$ cat config.mk
export PLATFORM = sky130hd
export DESIGN_NAME = irq_ctrl_regs
export DESIGN_NICKNAME = d
export VERILOG_FILES = /design/src/rtl/irq_regs_pkg.sv /design/src/rtl/irq_bus_decode.sv /design/src/rtl/irq_flag_bank.sv /design/src/rtl/irq_enable_reg.sv /design/src/rtl/irq_ctrl_regs.sv
export SDC_FILE = /design/constraint.sdc
export NUM_CORES = 1
export LEC_CHECK = 0
export BUFFER_PORTS_ARGS = -buffer_cell sky130_fd_sc_hd__buf_2
export CAP_MARGIN = 0
export CORE_MARGIN = 5
export CORE_UTILIZATION = 42
export CTS_BUF_LIST = sky130_fd_sc_hd__clkbuf_16
export DETAILED_ROUTE_END_ITERATION = 8
export PLACE_DENSITY = 0.78
export SLEW_MARGIN = 20
export SYNTH_ARGS = -nofsm -noshare
export SYNTH_HDL_FRONTEND = slang
export SYNTH_HIERARCHICAL = 1
export SYNTH_SLANG_ARGS = --single-unit
$ cat constraint.sdc
create_clock -name clk -period 1.95 [get_ports clk]
set_input_delay 0.0975 -clock clk [delete_from_list [all_inputs] [get_ports clk]]
set_output_delay 0.0975 -clock clk [all_outputs]
set_load 0.02 [all_outputs]
$ cat src/rtl/irq_regs_pkg.sv
package irq_regs_pkg;

  localparam int DATA_W = 8;
  localparam int SRC_N  = 5;

  // Source positions inside the flag register (order is visible to software)
  typedef enum int {
    SRC_VBLANK = 0,
    SRC_DISP   = 1,
    SRC_TIMER  = 2,
    SRC_SERIAL = 3,
    SRC_KEYPAD = 4
  } irq_src_e;

  typedef enum logic [1:0] {
    RD_NONE = 2'd0,
    RD_FLAG = 2'd1,
    RD_EN   = 2'd2
  } rd_sel_e;

  // Next flag state: a written value replaces the flags, and requests OR on top
  function automatic logic [SRC_N-1:0] flag_next(
    input logic [SRC_N-1:0] cur,
    input logic [SRC_N-1:0] req,
    input logic             wr,
    input logic [SRC_N-1:0] wdata
  );
    logic [SRC_N-1:0] base;
    base = wr ? wdata : cur;
    return base | req;
  endfunction

  // Byte seen by the CPU: unused upper bits are tied high
  function automatic logic [DATA_W-1:0] flag_view(input logic [SRC_N-1:0] f);
    return {{(DATA_W-SRC_N){1'b1}}, f};
  endfunction

endpackage

$ cat src/rtl/irq_bus_decode.sv
module irq_bus_decode
  import irq_regs_pkg::*;
#(
  parameter int                ADDR_W    = 16,
  parameter logic [ADDR_W-1:0] FLAG_ADDR = 16'hFF0F,
  parameter logic [ADDR_W-1:0] EN_ADDR   = 16'hFFFF
) (
  input  logic [ADDR_W-1:0] addr,
  input  logic              wr,
  output logic              flag_wr_hit,
  output logic              en_wr_hit,
  output rd_sel_e           rd_sel
);
  logic flag_match, en_match;

  always_comb begin
    flag_match  = (addr == FLAG_ADDR);
    en_match    = (addr == EN_ADDR);
    flag_wr_hit = wr & flag_match;
    en_wr_hit   = wr & en_match;
    if (flag_match)    rd_sel = RD_FLAG;
    else if (en_match) rd_sel = RD_EN;
    else               rd_sel = RD_NONE;
  end
endmodule

$ cat src/rtl/irq_flag_bank.sv
module irq_flag_bank
  import irq_regs_pkg::*;
#(
  parameter int NSRC = SRC_N
) (
  input  logic            clk,
  input  logic            rst_n,
  input  logic [NSRC-1:0] req,
  input  logic            wr_hit,
  input  logic [NSRC-1:0] wdata,
  output logic [NSRC-1:0] flags
);
  genvar k;
  generate
    for (k = 0; k < NSRC; k++) begin : g_bit
      always_ff @(posedge clk) begin
        if (!rst_n) flags[k] <= 1'b0;
        else        flags[k] <= (wr_hit ? wdata[k] : flags[k]) | req[k];
      end
    end
  endgenerate
endmodule

$ cat src/rtl/irq_enable_reg.sv
module irq_enable_reg
  import irq_regs_pkg::*;
#(
  parameter int W = DATA_W
) (
  input  logic         clk,
  input  logic         rst_n,
  input  logic         wr_hit,
  input  logic [W-1:0] wdata,
  output logic [W-1:0] en
);
  always_ff @(posedge clk) begin
    if (!rst_n)      en <= '0;
    else if (wr_hit) en <= wdata;
  end
endmodule

$ cat src/rtl/irq_ctrl_regs.sv
module irq_ctrl_regs
  import irq_regs_pkg::*;
#(
  parameter int                ADDR_W    = 16,
  parameter logic [ADDR_W-1:0] FLAG_ADDR = 16'hFF0F,
  parameter logic [ADDR_W-1:0] EN_ADDR   = 16'hFFFF
) (
  input  logic              clk,
  input  logic              rst_n,
  input  logic [SRC_N-1:0]  req_i,
  input  logic [ADDR_W-1:0] bus_addr,
  input  logic              bus_wr,
  input  logic [DATA_W-1:0] bus_wdata,
  output logic [DATA_W-1:0] bus_rdata,
  output logic [SRC_N-1:0]  pend_o,
  output logic              any_pend_o
);
  logic              flag_wr_hit;
  logic              en_wr_hit;
  rd_sel_e           rd_sel;
  logic [SRC_N-1:0]  flag_q;
  logic [DATA_W-1:0] en_q;

  irq_bus_decode #(
    .ADDR_W(ADDR_W), .FLAG_ADDR(FLAG_ADDR), .EN_ADDR(EN_ADDR)
  ) u_dec (
    .addr(bus_addr), .wr(bus_wr),
    .flag_wr_hit(flag_wr_hit), .en_wr_hit(en_wr_hit), .rd_sel(rd_sel)
  );

  irq_flag_bank #(.NSRC(SRC_N)) u_flags (
    .clk(clk), .rst_n(rst_n), .req(req_i),
    .wr_hit(flag_wr_hit), .wdata(bus_wdata[SRC_N-1:0]), .flags(flag_q)
  );

  irq_enable_reg #(.W(DATA_W)) u_en (
    .clk(clk), .rst_n(rst_n), .wr_hit(en_wr_hit), .wdata(bus_wdata), .en(en_q)
  );

  always_comb begin
    unique case (rd_sel)
      RD_FLAG: bus_rdata = flag_view(flag_q);
      RD_EN:   bus_rdata = en_q;
      default: bus_rdata = '0;
    endcase
  end

  assign pend_o     = flag_q & en_q[SRC_N-1:0];
  assign any_pend_o = |pend_o;
endmodule

==> qor_table.md, run 1 <==
| Result | This run | Unit |
|---|---|---|
| Max cap viols | 0 | - |
| Final design utilization | 63.2 | % |
| P per Cell Area | 647 | nW/um2 |
| Ys async rst share | 0 | % |
| Instance count of the mapped netlist | 80 | - |
| Dominant combinational cell family by area after synthesis | simple AND/OR/NAND/NOR gates | - |
| Post-Synth Simple-Gate Area | 28.3 | % |
| Share of the clock period used by the worst path | 90.8 | % |
| Type of origin of the critical path | input pin | - |
| Worst path top cell family by delay | simple AND/OR/NAND/NOR gates | - |
| Longest individual stage delay on the worst path | 0.54 | ns |
| Initial antenna violation count | 0 | - |
| Syn avg cell area | 9.73 | um2 |
| Achievable clock frequency | 565 | MHz |
| Root buf cell | sky130_fd_sc_hd__clkbuf_16 | - |
| Sequential area share after synthesis | 33.4 | % |
| Final-stage net count | 161 | - |
| Vertical die dimension | 53.0 | um |
| Xor/xnor cell area share of the yosys netlist | 0 | % |
| Maximum number of pins on one net before global-route repair | 14 | - |
| Worst IR drop on VDD | 614 | uV |
| Vias | 749 | - |
| Area enclosed by the die boundary | 2810 | um2 |
| Worst endpoint data arrival time | 1.67 | ns |
| Worst max-slew margin expressed relative to the limit | 71.3 | % |
| Outcome | finished, final reports clean | - |
| Core Area | 1750 | um2 |
| Sink count of the clock tree | 13 | - |
| Buffers added on ports | 45 | - |
| Top area cells in the synthesized netlist | sky130_fd_sc_hd__dfxtp_1 (33%), sky130_fd_sc_hd__mux2i_1 (10%), sky130_fd_sc_hd__mux2_2 (7.2%) | - |
| Capturing element type of the critical path | primary output | - |
| CP Buf/Inv Count | 3 | - |
| Dominant register cell in the synthesized netlist | sky130_fd_sc_hd__dfxtp_1 | - |
| Initial Util | 44.6 | % |
| Leftover overflow at the end of global routing | 0 | - |
| Post-layout instance count excluding filler cells | 151 | - |
| Post-synthesis instance area | 778 | um2 |
| Leading cell type by number of instances after synthesis | sky130_fd_sc_hd__dfxtp_1 | - |
| Cells along the critical path | buf_2, or4_4, nor4_4, inv_1, ha_2, a22oi_1, nor2_1, buf_2 | - |
| Via count of the first global-routing pass | 748 | - |
| Critical path type | in -> out | - |
| Antenna-violating nets left | 0 | - |
| Final number of hold-violating endpoints | 0 | - |
| Number of cell rows | 15 | - |
| Critical Path Most Common Cell | sky130_fd_sc_hd__buf_2 | - |
| Syn-to-layout area delta | 41.8 | % |
| EDFF count, synth | 0 | - |
| Antenna diode count | 0 | - |
| Area share of the leading cell type in the synthesized netlist | 33.4 | % |
| Worst Path Max Fanout | 8 | - |
| Overall Global Routing Usage | 15.9 | % |
| Hold Path Class | in -> reg | - |
| Number of CTS-inserted buffers | 3 | - |
| Warnings from Yosys | 6 | - |
| CTS Hold Buffers Added | 0 | - |
| Violation count after the first detailed-route iteration | 6 | - |
| Final GP Congestion | 0.733 | - |
| TritonCTS clock tree | built | - |
| Cell with the largest stage delay on the worst path | sky130_fd_sc_hd__or4_4 | - |
| Cell taking the most area after synthesis | sky130_fd_sc_hd__dfxtp_1 | - |
| Worst-path clk slew | 0.04 | ns |
| Routed length per placed instance | 13.8 | um |
| Die X | 53.0 | um |
| Layout cell share with drive strength beyond 1 | 50.8 | % |
| Cell leakage power | 0.488 | nW |
| Finished layout cell area | 1100 | um2 |
| Final-report setup violation count | 0 | - |
| Number of H-tree levels | 1 | - |
| Cell variety after synth | 21 | - |
| Nets in the synthesized netlist | 114 | - |
| Worst-skew pair later-pin latency | 0.24 | ns |
| Slew at the pin closest to its max-slew limit | 0.427 | ns |
| Register bit total from synthesis | 13 | - |
| Number of remaining DRC errors | 0 | - |
| Commonest cells in the synthesized netlist | sky130_fd_sc_hd__dfxtp_1 (13), sky130_fd_sc_hd__mux2i_1 (8), sky130_fd_sc_hd__nor2_1 (8), sky130_fd_sc_hd__nor2b_1 (8), sky130_fd_sc_hd__and2_1 (6) | - |
| Global-route wire length before repair | 3250 | um |
| Complex-gate fraction of the synthesized area | 12.7 | % |
| Sum of negative setup slack | 0 | ns |
| Mux share of post-synthesis cell area | 17.5 | % |
| Drt via density | 4.96 | - |
| Instance area after placement | 1020 | um2 |
| Post-Synth Adder-Cell Area | 3.22 | % |
| Tmin final | 1.77 | ns |
| Number of fill cells | 159 | - |
| Half-perimeter wire length after detailed placement | 1640 | um |
| Number of max-slew violations in the final report | 0 | - |
| Number of placed I/O pins | 46 | - |
| Instance count after placement with tap cells included | 147 | - |
| Clock tree skew after final layout | 0 | ns |
| RSZ-0062 raised after global routing | no | - |
| DRT Pass-1 Iters | 4 | - |
| Worst Path Required | 1.85 | ns |
| Deepest clock path buffer count | 2 | - |
| Total Routed Length | 2080 | um |
## sequential cells by signal, indices dropped and copies added, names as in the netlist
register / count
u_en/en: 8
u_flags/flags: 5
## layout make-up
class | count | area, um2 | area share, %
clock buffers | 3 | 75.1 | 6.80
multi-input cells | 60 | 485 | 44.0
inverters | 2 | 7.51 | 0.680
flip-flops and latches | 13 | 260 | 23.6
clock inverters | 1 | 3.75 | 0.340
repair buffers | 47 | 240 | 21.8
well taps | 25 | 31.3 | 2.83
## where the power goes
part / total [mW] / internal [mW] / switching, mW
clock network: 0.376 / 0.270 / 0.107
logic: 0.0583 / 0.0360 / 0.0223
registers: 0.280 / 0.274 / 0.00528
total: 0.714 / 0.580 / 0.134
## logic make-up (layout without fill, tap and decap cells)
group	count (synthesis)	after routing
compound gates	14	14
fa+ha+maj	2	2
flops	13	13
simple gates	31	31
mux	13	13
buf+inv	7	53
## path summary, 6_finish.rpt
check                endpoint  slack, ns  cells past startpoint              from
max reg2reg  u_flags/flags[0]       1.11                      2  u_flags/flags[0]
min reg2reg        u_en/en[5]       0.52                      2        u_en/en[5]
max              bus_rdata[2]       0.18                      8       bus_addr[4]
min          u_flags/flags[4]       0.06                      2          req_i[4]
## repair_timing
item                                    4_1_cts  5_1_grt
gates resized for setup                       0        2
setup buffers                                 0        0
endpoints found under the setup margin        0        4
## layout by cell type, fill, tap and decap left out, drive strengths merged, types with 4 or more instances in the layout
cell,n
buf,47
dfxtp,13
nor2,8
mux2i,8
nor2b,8
and2,7
a22oi,5
mux2,5
o21a,5
nand4,4
## metal layers
layer  GRT usage, %  vias to the layer above  part of all wire, %
met3           5.35                        4                  9.6
met1           16.4                      334                   40
met2           29.1                       34                   49
met5              0                        -                    0
met4           6.38                        0                  1.3
li1               -                      377                    -
## stage by stage
step / hold WS [ns] / setup WS (ns) / total power [mW]
CTS: 0.0612 / 0.0753 / 0.725
global placement: 0.306 / 0.0917 / 0.340
global route: 0.0738 / 0.0500 / 0.748
detailed placement: 0.312 / 0.0435 / 0.343
finish: 0.0638 / 0.180 / 0.714
floorplan: 0.215 / 0.162 / 0.302
Note: power is estimated with default switching activity, not from simulation.
==> run 2: changes to the inputs <==
- BUFFER_PORTS_ARGS: -buffer_cell sky130_fd_sc_hd__buf_2 -> -buffer_cell sky130_fd_sc_hd__clkbuf_2
==> run 2 against run 1 <==
Cell count stayed put; clock skew unchanged; worst hold slack better by 0.0020 ns; critical path depth shrank 1; die area did not move; total power fell by 0.70%; setup slack lost 0.035 ns; count of clock-buffer cells in the layout unchanged; register-to-register slack is essentially flat.
==> qor_table.md, run 2 (synthesis gave the netlist of run 1 again) <==
| Result | This run | Unit | Change |
|---|---|---|---|
| Number of max-slew violations in the final report | 0 | - | unchanged |
| Worst Hold Slack | 0.0659 | ns | +0.00201 ns |
| Total Routed Length | 2040 | um | -1.9% |
| Sink count of the clock tree | 13 | - | unchanged |
| Instance count after placement with tap cells included | 147 | - | unchanged |
| Most frequent cells in the layout | sky130_fd_sc_hd__clkbuf_2 (45), sky130_fd_sc_hd__dfxtp_1 (13), sky130_fd_sc_hd__nor2_1 (8), sky130_fd_sc_hd__mux2i_1 (8), sky130_fd_sc_hd__nor2b_1 (8) | - |  |
| Deepest clock path buffer count | 2 | - | unchanged |
| Worst-skew pair later-pin latency | 0.23 | ns | about the same |
| Critical Path Most Common Cell | sky130_fd_sc_hd__clkbuf_2 | - |  |
| Die X | 53.0 | um | unchanged |
| Area enclosed by the die boundary | 2810 | um2 | unchanged |
| Register containing the most flip-flops in the final layout | u_en/en | - |  |
| Hold Path Class | in -> reg | - |  |
| Setup slack, reg-to-reg | 1.10 | ns | about the same |
| Instance area after placement | 1020 | um2 | unchanged |
| Sum of negative setup slack | 0 | ns | unchanged |
| Largest register FFs | 8 | - | unchanged |
| Final number of hold-violating endpoints | 0 | - | unchanged |
| Layout cell share with drive strength beyond 1 | 50.8 | % | unchanged |
| Clock tree skew after final layout | 0 | ns | unchanged |
| Commonest non-fill, non-tap cell in the layout | sky130_fd_sc_hd__clkbuf_2 | - |  |
| Antenna diode count | 0 | - | unchanged |
| Initial Util | 44.6 | % | unchanged |
| Overall Global Routing Usage | 15.7 | % | -0.23 points |
| Number of buffers inserted by post-CTS setup repair | 0 | - | unchanged |
| Tmin final | 1.81 | ns | +0.0352 ns |
| Cells along the critical path | clkbuf_2, or4_4, nor4_4, inv_1, ha_2, nor2_1, clkbuf_2 | - |  |
| Capturing element type of the critical path | primary output | - |  |
| CTS Hold Buffers Added | 0 | - | unchanged |
| Final-stage net count | 161 | - | unchanged |
| Buffers added on ports | 45 | - | unchanged |
| Worst path top cell family by delay | simple AND/OR/NAND/NOR gates | - |  |
| Final worst slack | 0.145 | ns | -0.0352 ns |
| Longest individual stage delay on the worst path | 0.54 | ns | about the same |
| Antenna-violating nets left | 0 | - | unchanged |
| Number of remaining DRC errors | 0 | - | unchanged |
| Violation count after the first detailed-route iteration | 7 | - | +1 |
| Final-report setup violation count | 0 | - | unchanged |
| Drt via density | 4.97 | - | +0.13% |
| Finished layout cell area | 1100 | um2 | unchanged |
| Worst endpoint data arrival time | 1.71 | ns | +0.04 ns |
| Share of the clock period used by the worst path | 92.6 | % | +1.8 points |
| Routed length per placed instance | 13.5 | um | -1.9% |
| Number of placed I/O pins | 46 | - | unchanged |
| Number of fill cells | 151 | - | -5.0% |
| Syn-to-layout area delta | 41.8 | % | unchanged |
| Core Area | 1750 | um2 | unchanged |
| Slew at the pin closest to its max-slew limit | 0.461 | ns | +0.0339 ns |
| Number of CTS-inserted buffers | 3 | - | unchanged |
| Worst IR drop on VDD | 493 | uV | -20% |
| Worst Path Max Fanout | 8 | - | unchanged |
| Global-route wire length before repair | 3270 | um | +0.65% |
| TritonCTS clock tree | built | - |  |
| Total chip power | 709 | uW | -0.70% |
| Registers with the highest flip-flop counts | u_en/en: 8 flops, u_flags/flags: 5 flops | - |  |
| Post-layout instance count excluding filler cells | 151 | - | unchanged |
| Final design utilization | 63.2 | % | unchanged |
| Achievable clock frequency | 554 | MHz | -2.0% |
| Final GP Congestion | 0.765 | - | +4.3% |
| Initial antenna violation count | 0 | - | unchanged |
| Via count of the first global-routing pass | 754 | - | +0.80% |
| Number of cell rows | 15 | - | unchanged |
| DRT Pass-1 Iters | 4 | - | unchanged |
| Worst Setup Slack post-DPL | 0.0202 | ns | -0.0233 ns |
| P per Cell Area | 643 | nW/um2 | -0.70% |
| Critical path type | in -> out | - |  |
| Total of cells resized after clock tree synthesis | 0 | - | unchanged |
| Half-perimeter wire length after detailed placement | 1610 | um | -1.6% |
| Vias | 750 | - | +0.13% |
| Root buf cell | sky130_fd_sc_hd__clkbuf_16 | - |  |
| Cell leakage power | 0.481 | nW | -1.3% |
| Maximum number of pins on one net before global-route repair | 14 | - | unchanged |
| Vertical die dimension | 53.0 | um | unchanged |
| Worst-path clk slew | 0.04 | ns | about the same |
| Worst max-slew margin expressed relative to the limit | 69.0 | % | -2.3 points |
| Cell with the largest stage delay on the worst path | sky130_fd_sc_hd__or4_4 | - |  |
| CP Buf/Inv Count | 3 | - | unchanged |
| Worst Path Required | 1.85 | ns | about the same |
| RSZ-0062 raised after global routing | no | - |  |
| Outcome | finished, final reports clean | - |  |
| Type of origin of the critical path | input pin | - |  |
| Number of H-tree levels | 1 | - | unchanged |
| Leftover overflow at the end of global routing | 0 | - | unchanged |
| Max cap viols | 0 | - | unchanged |
-- run 2: cell types whose count changed in the layout (fill, tap and decap cells not counted), sizes merged --
cell / delta
buf: -45
clkbuf: +45
-- run 2: area by class of cell --
type / count / area [um2] / area share, %
clock buffers: 3 / 75.1 / 6.80
clock inverters: 1 / 3.75 / 0.340
inverters: 2 / 7.51 / 0.680
multi-input cells: 60 / 485 / 44.0
flip-flops and latches: 13 / 260 / 23.6
well taps: 25 / 31.3 / 2.83
repair buffers: 47 / 240 / 21.8
-- run 2: path summary, 6_finish.rpt --
check / startpoint / to / depth (start not counted)
worst max-delay path: bus_addr[4] / bus_rdata[2] / 7
worst min-delay path: req_i[3] / u_flags/flags[3] / 2
worst max register to register: u_flags/flags[2] / u_flags/flags[2] / 2
worst min register to register: u_en/en[6] / u_en/en[6] / 2
-- run 2: where the power goes --
group / total (mW) / switching, mW / internal, mW
logic: 0.0582 / 0.0221 / 0.0361
clock network: 0.372 / 0.102 / 0.269
registers: 0.279 / 0.00524 / 0.274
total: 0.709 / 0.130 / 0.580
-- run 2: layer usage --
metal  vias to the layer above  share of wire [%]  GRT usage [%]
met1                       337                 41           19.3
met3                         2                8.7           3.10
met5                         -                  0              0
li1                        379                  -              -
met2                        32                 49           26.4
met4                         0               0.78           6.38
